### config.mk
export PLATFORM = sky130hd
export DESIGN_NAME = spdif_cs_capture
export DESIGN_NICKNAME = d
export VERILOG_FILES = /design/src/rtl/spdif_cs_capture.sv
export SDC_FILE = /design/constraint.sdc
export NUM_CORES = 1
export LEC_CHECK = 0
export ABC_AREA = 1
export BUFFER_PORTS_ARGS = -buffer_cell sky130_fd_sc_hd__buf_2
export CAP_MARGIN = 20
export CORE_UTILIZATION = 45
export DETAILED_ROUTE_END_ITERATION = 6
export SLEW_MARGIN = 10
export SYNTH_ARGS = -nofsm -noshare
export SYNTH_HDL_FRONTEND = slang
export SYNTH_SLANG_ARGS = --single-unit
export TNS_END_PERCENT = 10
### constraint.sdc
create_clock -name clk -period 2 [get_ports clk]
set_input_delay 0.2 -clock clk [delete_from_list [all_inputs] [get_ports clk]]
set_output_delay 0.2 -clock clk [all_outputs]
set_load 0.01 [all_outputs]
### src/rtl/spdif_cs_capture.sv
module spdif_cs_capture #(
  parameter int CS_BITS = 192,
  parameter int WORD_W  = 32,
  parameter int SEL_W   = 3
) (
  input  logic              clk,
  input  logic              rst_n,
  input  logic              sf_valid,
  input  logic              sf_chan_b,
  input  logic              sf_cs_bit,
  input  logic              sf_blk_start,
  input  logic              sel_chan_b,
  input  logic [SEL_W-1:0]  word_sel,
  output logic [WORD_W-1:0] word_data
);
  localparam int NWORDS = CS_BITS / WORD_W;
  localparam int NSLOT  = 1 << SEL_W;
  localparam int CNT_W  = $clog2(CS_BITS);

  logic [CNT_W-1:0]   cnt, idx;
  logic               armed, pend;
  logic [CS_BITS-1:0] shadow, sh_nxt, pub;
  logic [WORD_W-1:0]  slot [NSLOT];

  wire take      = sf_valid && (sf_chan_b == sel_chan_b);
  wire start_now = take && (sf_blk_start || pend);
  wire wr        = take && (start_now || armed);
  wire last      = (idx == CNT_W'(CS_BITS - 1));

  assign idx = start_now ? '0 : cnt;

  always_comb begin
    sh_nxt      = shadow;
    sh_nxt[idx] = sf_cs_bit;
  end

  always_ff @(posedge clk) begin
    if (!rst_n) begin
      cnt    <= '0;
      armed  <= 1'b0;
      pend   <= 1'b0;
      shadow <= '0;
      pub    <= '0;
    end else begin
      if (take)
        pend <= 1'b0;
      else if (sf_valid && sf_blk_start)
        pend <= 1'b1;
      if (wr) begin
        shadow <= sh_nxt;
        if (last) begin
          pub   <= sh_nxt;
          armed <= 1'b0;
          cnt   <= '0;
        end else begin
          armed <= 1'b1;
          cnt   <= idx + 1'b1;
        end
      end
    end
  end

  for (genvar g = 0; g < NSLOT; g++) begin : g_slot
    if (g < NWORDS) begin : g_used
      assign slot[g] = pub[g*WORD_W +: WORD_W];
    end else begin : g_zero
      assign slot[g] = '0;
    end
  end

  assign word_data = slot[word_sel];
endmodule

======== Word-level counts from Yosys, hierarchy flattened ========
Index checks and enable logic that the tools add are counted.
word-level totals
  register bits ........................... 394
  input port bits ......................... 10
  output and inout bits ................... 32
  word-level logic and storage cells ...... 31
operators by class
  add/sub/neg operators ................... 1
  magnitude comparators ................... 3
  eq/ne operators ......................... 2
  muxes and demuxes ....................... 9
  bitwise gates (word level) .............. 2
  reduce and logical (&&, ||, !) cells .... 9
operator list
  operator                                                     count
  bitwise mux 192 bit                                          1
  binary-select mux 32 bit (select 3 bit)                      1
  2-to-1 mux 32 bit                                            2
  2-to-1 mux 8 bit                                             2
  less-than comparator 8 x 9 -> 1 bit (second input constant)  1
  adder 8 x 1 -> 8 bit (second input constant)                 1
  demux 1 bit (select 8 bit)                                   1
  equality test 8 bit (second input constant)                  1
  >= comparator 8 x 1 -> 1 bit (second input constant)         1
  logical AND 1 bit                                            5
  >= comparator 4 bit (second input constant)                  1
  inverter 3 -> 4 bit                                          1
  logical OR 1 bit                                             2
  2-to-1 mux 1 bit                                             2
  AND reduction 2 bit                                          1
  OR reduction 2 bit                                           1
  equality test 1 bit                                          1
  inverter 1 bit                                               1

======== Depth between registers and ports, before layout ========
Gate-level depths: netlist of run 1.
  depth in word-level cells ............... 9
  depth in mapped cells ................... 15
  depth with buffers taken out ............ 14

======== Worst setup path before layout of run 1 ========
OpenSTA, ideal clock, no wires.
  path kind ............................... register to register
  start ................................... register pend
  end ..................................... register pub[64]
  setup time .............................. 64 ps
  arrival time ............................ 2,156 ps
  required time ........................... 1,936 ps
  slack ................................... -220 ps
  stages on the path, launching flop included .. 15
  buffers on the path ..................... 3
  clock period less this slack ............ 2,220 ps
  cell sequence ........................... dfxtp_1 > inv_1 > nand2_2 > nand4_4 > buf_6 > nand2_1 > inv_1 > ha_1 > inv_1 > nor2_4 > nand3_2 > buf_2 > clkbuf_1 > nor2_1 > nor2_1
on the way
  word-level cells in the longest chain between the ends .. 8
  elaborated cells between the ends (all ways) .. 13
  those cells by class .................... order compare (2); eq/ne (1); mux (4); reduce/logical (6)
ends and longest elaborated chain
  element                                                                                                    line  source
  from (decl)                                                                                                21    logic armed, pend;
  from (signal assigned)                                                                                     41    pend <= 1'b0;
  from (signal assigned)                                                                                     46    pend <= 1'b0;
  from (signal assigned)                                                                                     48    pend <= 1'b1;
  logical OR 1 bit *                                                                                         26    wire start_now = take && (sf_blk_start || pend);
  logical AND 1 bit *                                                                                        26
  2-to-1 mux 8 bit                                                                                           30    assign idx = start_now ? '0 : cnt;
  less-than comparator 8 x 9 -> 1 bit (not written as such) or >= comparator 8 x 1 -> 1 bit (tied branches)  34    sh_nxt[idx] = sf_cs_bit;
  logical AND 1 bit (not written as such)                                                                    34
  2-to-1 mux 1 bit (not written as such)                                                                     34
  demux 1 bit (select 8 bit)                                                                                 34
  bitwise mux 192 bit                                                                                        34
  to (signal assigned)                                                                                       52    pub <= sh_nxt;
  to (decl)                                                                                                  22    logic [CS_BITS-1:0] shadow, sh_nxt, pub;
Mark *: on every way between the ends. The rest lies on a longest branch, timed or not.
A chain may end at the register's enable or synchronous reset.

======== Worst setup path after layout of run 1 ========
  start ................................... register pend
  end ..................................... register pub[62]
Same word-level chain as after synthesis.

==> impl_metrics.tcl, run 1 <==
set metrics [dict create \
    detail_route.drc_violations 0 \
    criticalPathCategory "register to register" \
    ys_ff_latch 393 \
    globalRoute.busiestLayer "met2" \
    pre_cts_slack_ns -0.165 \
    chipHeight_um 213 \
    async_flop_share_pct 0 \
    synth-edff-count 0 \
    maximum_vdd_drop_mv 0.692 \
    track_usage_pct 31.4 \
    finalWeightedCongestion 0.866 \
    critical_path_arrival_ns 2.63 \
    final_layout_size_suffix_gt1_share_pct 18.9 \
    end_kind "register" \
    synth.top_cells.by_count "sky130_fd_sc_hd__nor2_1 (656), sky130_fd_sc_hd__nand2_1 (646), sky130_fd_sc_hd__o21ai_0 (422)" \
    slew-limit-headroom_pct 60.8 \
    dpl_cell_area_um2 22300 \
    fin_worst_skew_ns 0.0145 \
    type_of_the_worst_min_delay_path "input pin to register" \
    slowest_stage "sky130_fd_sc_hd__dfxtp_2" \
    n_antenna_cell 0 \
    worstPathCellList "inv_2 > nand2_2 > nand4_4 > nand2_4 > inv_4 > ha_4 > inv_2 > nor2_4 > nand3_4 > buf_12 > buf_8 > buf_12 > nand2_1 > nand2_1 > a21oi_2" \
    fin_nets 3344 \
    rrSetupSlack_ns -0.12 \
    ctsLongestPathBuffers 3 \
    final_hold_viol_count 0 \
    drt-wirelength-per-cell_um 18.7 \
    hold-path-cell-count 5 \
    area_growth_syn_to_layout_pct 27.7 \
    final_setup_viols 226 \
    finalHoldWorstSlack_ns 0.122 \
    initial_utilization_pct 46.1 \
    netlist.top_cell.by_area "sky130_fd_sc_hd__dfxtp_1" \
    area_fraction_in_compound_gates_after_synthesis_pct 17.4 \
    coreArea_um2 43500 \
    vias 21535 \
    synth_top_family_by_area "simple AND/OR/NAND/NOR gates" \
    floorplan.io_pins 42 \
    detail-route-antenna-nets 0 \
    die_area_um2 45400 \
    placement_rows 76 \
    buffer_ports.inserted 41 \
    yosysTopAreaCellShare_pct 39.3 \
    synth-main-ff-cell "sky130_fd_sc_hd__dfxtp_1" \
    post_synth_main_area_contributors "sky130_fd_sc_hd__dfxtp_1 (39%), sky130_fd_sc_hd__nor2_1 (12%), sky130_fd_sc_hd__nand2_1 (12%), sky130_fd_sc_hd__o21ai_0 (11%), sky130_fd_sc_hd__inv_1 (6.2%)" \
    net_count_synth 3222 \
    final.setup.worst_slack_ns -0.117 \
    violated_checks "setup timing" \
    chipWidth_um 213 \
    critical_path.startpoint_type "register" \
    critical_path_buf_inv_count 6 \
    part_of_the_yosys_area_used_for_sequential_elements_pct 39.3 \
    power_density_over_cell_area_nw_per_um2 735 \
    finalCritPeriodShare_pct 106 \
    crit_cells 15 \
    grt_overflow_total 0 \
    cts.sinks 393 \
    power_leakage_nw 12.3 \
    via_per_inst 5.46 \
    cts_made_buffers 46 \
    clock-root-buffer "sky130_fd_sc_hd__clkbuf_16" \
    critical_r2r_launch "pend" \
    hold_path_end "pend" \
    use_met3_pct 6.62 \
    category_of_cells_accounting_for_the_largest_share_of_critical_path_delay "simple AND/OR/NAND/NOR gates" \
    grt_first_pass_wirelength_um 110000 \
    synth.area.mux_share_pct 0 \
    dp.final_hpwl_um 45000 \
    total_power_mw 18.8 \
    antenna_found_initial 0 \
    cts_tree "done" \
    grt_start_max_net_pins 115 \
    critical_path.reg2reg.endpoint "pub[62]" \
    cts-htree-levels 2 \
    post_synth_and_or_nand_nor_area_fraction_pct 31.4 \
    clk_latency_ns 0.58 \
    grt_setup_unrepaired "yes" \
    first_global_vias 19549 \
    required_time_of_the_worst_setup_path_ns 2.51 \
    clk_pin_slew_worst_paths_ns 0.06 \
    initialDrtViolationCount 2103 \
    post_synth_xor_area_fraction_pct 0.0874 \
    total_number_of_yosys_warnings 0 \
    finalInstanceArea_um2 25600 \
    fmax_mhz 472 \
    met2_usage_pct 47.9 \
    outcome "finished, violations left" \
    setup-tns-final_ns -11.75 \
    crit_path_max_incr_delay_ns 0.32 \
    firstDrtPassIters 7 \
    timing_max_transition_violations_final 0 \
    synth_area_um2 20000 \
    worst_r2r_path_depth 15 \
    synth.distinct_cells 30 \
    synth.avg_cell_area_um2 6.25 \
    timing_worst_slew_pin_value_ns 0.589 \
    yosys.area_share.adder_pct 0.375 \
    wl_um 73800 \
    hp-start "sf_blk_start" \
    tmin_final_ns 2.12 \
    maxCapViolations 0 \
    synthesis.instances 3206 \
    crit_fanout 26 \
    grt_util_met1_pct 42.7 \
    post-synth-top-count-cell "sky130_fd_sc_hd__nor2_1" \
]
-- state kept, by name, indices dropped and copies added (netlist names) --
register,flops
pend,1
cnt,8
pub,192
shadow,191
armed,1
-- area by class of cell --
type | instances | area, µm²
Clock buffer | 71 | 1400
Sequential cell | 393 | 7880
Tap cell | 585 | 732
Clock inverter | 11 | 61.3
Multi-Input combinational cell | 2246 | 10700
Inverter | 341 | 1320
Fill cell | 4065 | 17900
Timing Repair Buffer | 300 | 3510
-- placed cells by master (no fill, tap or decap), types with 11 or more instances in the layout --
master,count
sky130_fd_sc_hd__a21oi_1,126
sky130_fd_sc_hd__o21ai_0,228
sky130_fd_sc_hd__buf_2,35
sky130_fd_sc_hd__clkbuf_1,13
sky130_fd_sc_hd__nand2_2,55
sky130_fd_sc_hd__buf_6,29
sky130_fd_sc_hd__a21oi_2,16
sky130_fd_sc_hd__nor2_1,609
sky130_fd_sc_hd__nand3_1,205
sky130_fd_sc_hd__nand2_1,587
sky130_fd_sc_hd__inv_1,320
sky130_fd_sc_hd__buf_12,67
sky130_fd_sc_hd__buf_4,144
sky130_fd_sc_hd__dfxtp_1,386
sky130_fd_sc_hd__nor2_4,19
sky130_fd_sc_hd__clkbuf_16,63
sky130_fd_sc_hd__o21bai_1,11
sky130_fd_sc_hd__nand2_4,11
sky130_fd_sc_hd__o21ai_2,70
sky130_fd_sc_hd__nor2_2,41
sky130_fd_sc_hd__o21ai_1,229
-- tightest hold or removal path, delay by kind of cell --
family                 cells  cell delay [ns]
buffers and inverters      3             0.22
AOI/OAI and AO/OA          1             0.16
and+or+nand+nor            1             0.08
-- stage by stage --
stage	utilization (%)	cells
floorplan	-	3206
global placement	51.4	3810
detailed placement	51.4	3810
CTS	56.1	3911
global route	58.9	3947
finish	58.9	3947
-- what timing repair did --
| item | 4_1_cts | 5_1_grt |
|---|---|---|
| cloned | 4 | 18 |
| setup buffers | 14 | 19 |
| pin swaps | 27 | 60 |
| endpoints found under the hold margin | 1 | 0 |
| resized for setup | 134 | 322 |
| endpoints found under the setup margin | 319 | 417 |
| hold buffers | 1 | 0 |
-- worst max path at each step --
stage	from	endpoint	slack, ns
finish	pend	pub[62]	-0.12
global route	pend	pub[60]	-0.21
CTS	pub[79]	word_data[15]	-0.09
detailed placement	sel_chan_b	pub[44]	-0.17
global placement	sel_chan_b	shadow[16]	-0.11
floorplan	pend	shadow[187]	-0.07
-- power by group --
part           internal [mW]  switching (mW)
logic                  0.795            1.53
registers               8.13           0.130
clock network           4.79            3.44
total                   13.7            5.11
-- cell families (layout without fill, tap and decap cells) --
group	after synthesis	in the layout
DFF	393	393
xor gates and xnor gates	2	2
buffers and inverters	568	723
adders and majority gates	6	6
and+or+nand+nor	1550	1551
AOI/OAI and AO/OA	687	687
-- layer usage --
metal | wire length, µm | vias up
met2 | 32600 | 941
met3 | 6930 | 170
met1 | 31500 | 10070
met4 | 2730 | 0
li1 | - | 10354
met5 | 0 | -
(Power assumes the default switching activity.)
==> run 2, diff against run 1 <==
ABC_CLOCK_PERIOD_IN_PS = 2000   (was not set)
TNS_END_PERCENT = 100   (was 10)
==> run 2 against run 1 <==
  * The flow still finishes with violations (setup timing)
  * Clock skew is 0.0014 ns higher
  * Utilization grew 0.55 points
  * Register-to-register slack gained 0.03 ns
  * Flip-flop and latch count is the same
  * Cell count rose by 0.28%
  * Sequential share of layout area is 0.31 points lower
  * Hold slack got worse by 0.10 ns
  * Global-route usage up 0.63 points
  * Non-clock buffer count increased by 10
  * Fmax increased by 1.3%
  * Combinational power up 2%
  * Critical path type unchanged
  * Critical endpoint is now shadow[58]
  * Highest routed layer is now met5
==> impl_metrics.tcl, run 2 (same netlist as run 1, synthesis figures left out) <==
set metrics [dict create \
    fmax_mhz 478 \
    chipHeight_um 213 \
    final_setup_viols 173 \
    p_comb_share_pct 12.5 \
    clk_latency_ns 0.59 \
    track_usage_pct 32.0 \
    via_per_inst 5.55 \
    largest_register_ff_count 192 \
    grt_setup_unrepaired "yes" \
    critical_path.reg2reg.endpoint "shadow[58]" \
    dp.final_hpwl_um 44900 \
    critical_r2r_launch "pend" \
    cell_with_the_most_instances_on_the_worst_path "sky130_fd_sc_hd__nand2_2" \
    crit_path_max_incr_delay_ns 0.33 \
    setup-tns-final_ns -6.23 \
    drt-wirelength-per-cell_um 19.2 \
    n_antenna_cell 0 \
    final_layout_size_suffix_gt1_share_pct 18.0 \
    finalWeightedCongestion 0.869 \
    detail-route-antenna-nets 0 \
    critical_path.startpoint_type "register" \
    category_of_cells_accounting_for_the_largest_share_of_critical_path_delay "simple AND/OR/NAND/NOR gates" \
    grt_start_max_net_pins 96 \
    numPlacedInstances 3816 \
    switching_share_of_power_pct 27.5 \
    timing_max_transition_violations_final 0 \
    end_kind "register" \
    clock-root-buffer "sky130_fd_sc_hd__clkbuf_16" \
    hold-path-cell-count 3 \
    vias 21953 \
    switchingPower_mw 5.19 \
    rrSetupSlack_ns -0.09 \
    initialDrtViolationCount 2246 \
    clockPowerShare_pct 43.8 \
    total_power_mw 18.9 \
    required_time_of_the_worst_setup_path_ns 2.49 \
    crit_fanout 5 \
    die_area_um2 45400 \
    antenna_found_initial 1 \
    largest_register "pub" \
    layoutNonFillerInstCount 3958 \
    type_of_the_worst_min_delay_path "input pin to register" \
    slowest_stage "sky130_fd_sc_hd__dfxtp_2" \
    power_leakage_nw 12.4 \
    cts-htree-levels 2 \
    finalCoreUtilization_pct 59.5 \
    area_growth_syn_to_layout_pct 28.9 \
    most_frequent_standard_cell_in_the_layout_excluding_fill_and_tap_cells "sky130_fd_sc_hd__nor2_1" \
    worstPathCellList "inv_2 > nand2_4 > nand4_4 > nand2_4 > ha_4 > clkinvlp_4 > buf_6 > nor2_4 > buf_6 > buf_8 > nand2_2 > nand2_2 > nand2_2 > o21ai_2 > inv_1" \
    final.setup.worst_slack_ns -0.0903 \
    hp-start "sf_valid" \
    initial_utilization_pct 46.1 \
    floorplan.io_pins 42 \
    chipWidth_um 213 \
    wl_um 76000 \
    p_int_mw 13.7 \
    grt_overflow_total 0 \
    final_hold_viol_count 0 \
    finalCritPeriodShare_pct 105 \
    cts_tree "done" \
    hold_path_end "pend" \
    ctsLongestPathBuffers 3 \
    slew-limit-headroom_pct 66.8 \
    largestRegisters "pub (192), shadow (191), cnt (8)" \
    worst_r2r_path_depth 15 \
    power.share.sequential_pct 43.7 \
    critical_path_arrival_ns 2.58 \
    outcome "finished, violations left" \
    first_global_vias 19785 \
    fin_nets 3354 \
    coreArea_um2 43500 \
    fin_worst_skew_ns 0.0160 \
    tmin_final_ns 2.09 \
    criticalPathCategory "register to register" \
    detail_route.drc_violations 0 \
    cts.sinks 393 \
    cts_made_buffers 45 \
    maximum_vdd_drop_mv 0.682 \
    clk_pin_slew_worst_paths_ns 0.06 \
    violated_checks "setup timing" \
    timing_worst_slew_pin_value_ns 0.498 \
    power_density_over_cell_area_nw_per_um2 732 \
    firstDrtPassIters 7 \
    placement_rows 76 \
    critical_path_buf_inv_count 6 \
    maxCapViolations 0 \
    buffer_ports.inserted 41 \
    grt_first_pass_wirelength_um 112000 \
    layout.cells.most_common_list "sky130_fd_sc_hd__nor2_1 (620), sky130_fd_sc_hd__nand2_1 (598), sky130_fd_sc_hd__dfxtp_1 (392)" \
]
run 2: changes by cell type in the layout (fill, tap and decap cells not counted), moves of 6 or more:
cell | before | now
sky130_fd_sc_hd__nor2_2 | 41 | 18
sky130_fd_sc_hd__o21ai_0 | 228 | 245
sky130_fd_sc_hd__o21ai_1 | 229 | 215
sky130_fd_sc_hd__nand2_2 | 55 | 42
sky130_fd_sc_hd__a21oi_1 | 126 | 138
sky130_fd_sc_hd__a21oi_2 | 16 | 4
sky130_fd_sc_hd__nor2_4 | 19 | 31
sky130_fd_sc_hd__nand2_1 | 587 | 598
sky130_fd_sc_hd__nor2_1 | 609 | 620
sky130_fd_sc_hd__buf_12 | 67 | 75
sky130_fd_sc_hd__dfxtp_1 | 386 | 392
sky130_fd_sc_hd__dfxtp_2 | 7 | 1
run 2: area by class of cell:
type / instances / area (µm²)
repair buffers: 310 / 3730
fillers: 4061 / 17600
clock inverters: 13 / 77.6
clock buffers: 69 / 1390
repair inverters: 2 / 27.5
multi-input cells: 2245 / 10700
flip-flops and latches: 393 / 7870
inverters: 341 / 1350
well taps: 585 / 732
run 2: routing by layer:
layer / GRT usage [%] / wire length (µm) / vias up
li1: - / - / 10387
met1: 44.8 / 32400 / 10263
met2: 50.2 / 33500 / 1124
met3: 4.35 / 7530 / 177
met4: 10.9 / 2580 / 2
met5: 0 / 13 / -
run 2: through the flow:
| stage | hold WS (ns) | instance area (µm²) | setup slack, ns |
|---|---|---|---|
| 3_3_place_gp | 0.434 | 22500 | -0.147 |
| 6_report | 0.0198 | 25800 | -0.0903 |
| 3_5_place_dp | 0.451 | 22500 | -0.210 |
| 2_1_floorplan | 0.372 | 20200 | -0.0345 |
| 5_1_grt | 0.0444 | 25800 | -0.201 |
| 4_1_cts | 0.00377 | 24300 | -0.0444 |
run 2: power by group through the flow:
stage / sequential (mW) / clock (mW) / combinational, mW
after global placement: 8.40 / 0 / 2.07
after global routing: 8.28 / 8.65 / 2.60
after detailed placement: 8.41 / 0 / 2.13
after floorplan: 8.39 / 0 / 1.38
final: 8.26 / 8.28 / 2.37
after CTS: 8.25 / 8.35 / 2.19
run 2: worst max-delay path by stage:
| stage | startpoint | endpoint | slack (ns) | depth (start not counted) |
|---|---|---|---|---|
| after floorplan | pend | pub[64] | -0.03 | 15 |
| after global placement | sel_chan_b | shadow[18] | -0.15 | 13 |
| after detailed placement | sel_chan_b | shadow[24] | -0.21 | 14 |
| after CTS | pend | shadow[184] | -0.04 | 13 |
| after global routing | pend | shadow[58] | -0.20 | 15 |
| final | pend | shadow[58] | -0.09 | 15 |
run 2: worst reg2reg max path, delay by kind of cell (launching register included):
family / cells / cell delay, ns
buf+inv: 6 / 0.61
fa+ha+maj: 1 / 0.18
compound gates: 1 / 0.14
flops: 1 / 0.33
simple gates: 7 / 0.73
run 2: timing repair:
item,in CTS,in global routing
pin swaps,11,53
gates resized for setup,114,262
endpoints found under the setup margin,333,414
cloned,3,18
hold buffers,1,0
setup buffers,5,33
hold endpoints to repair,19,0
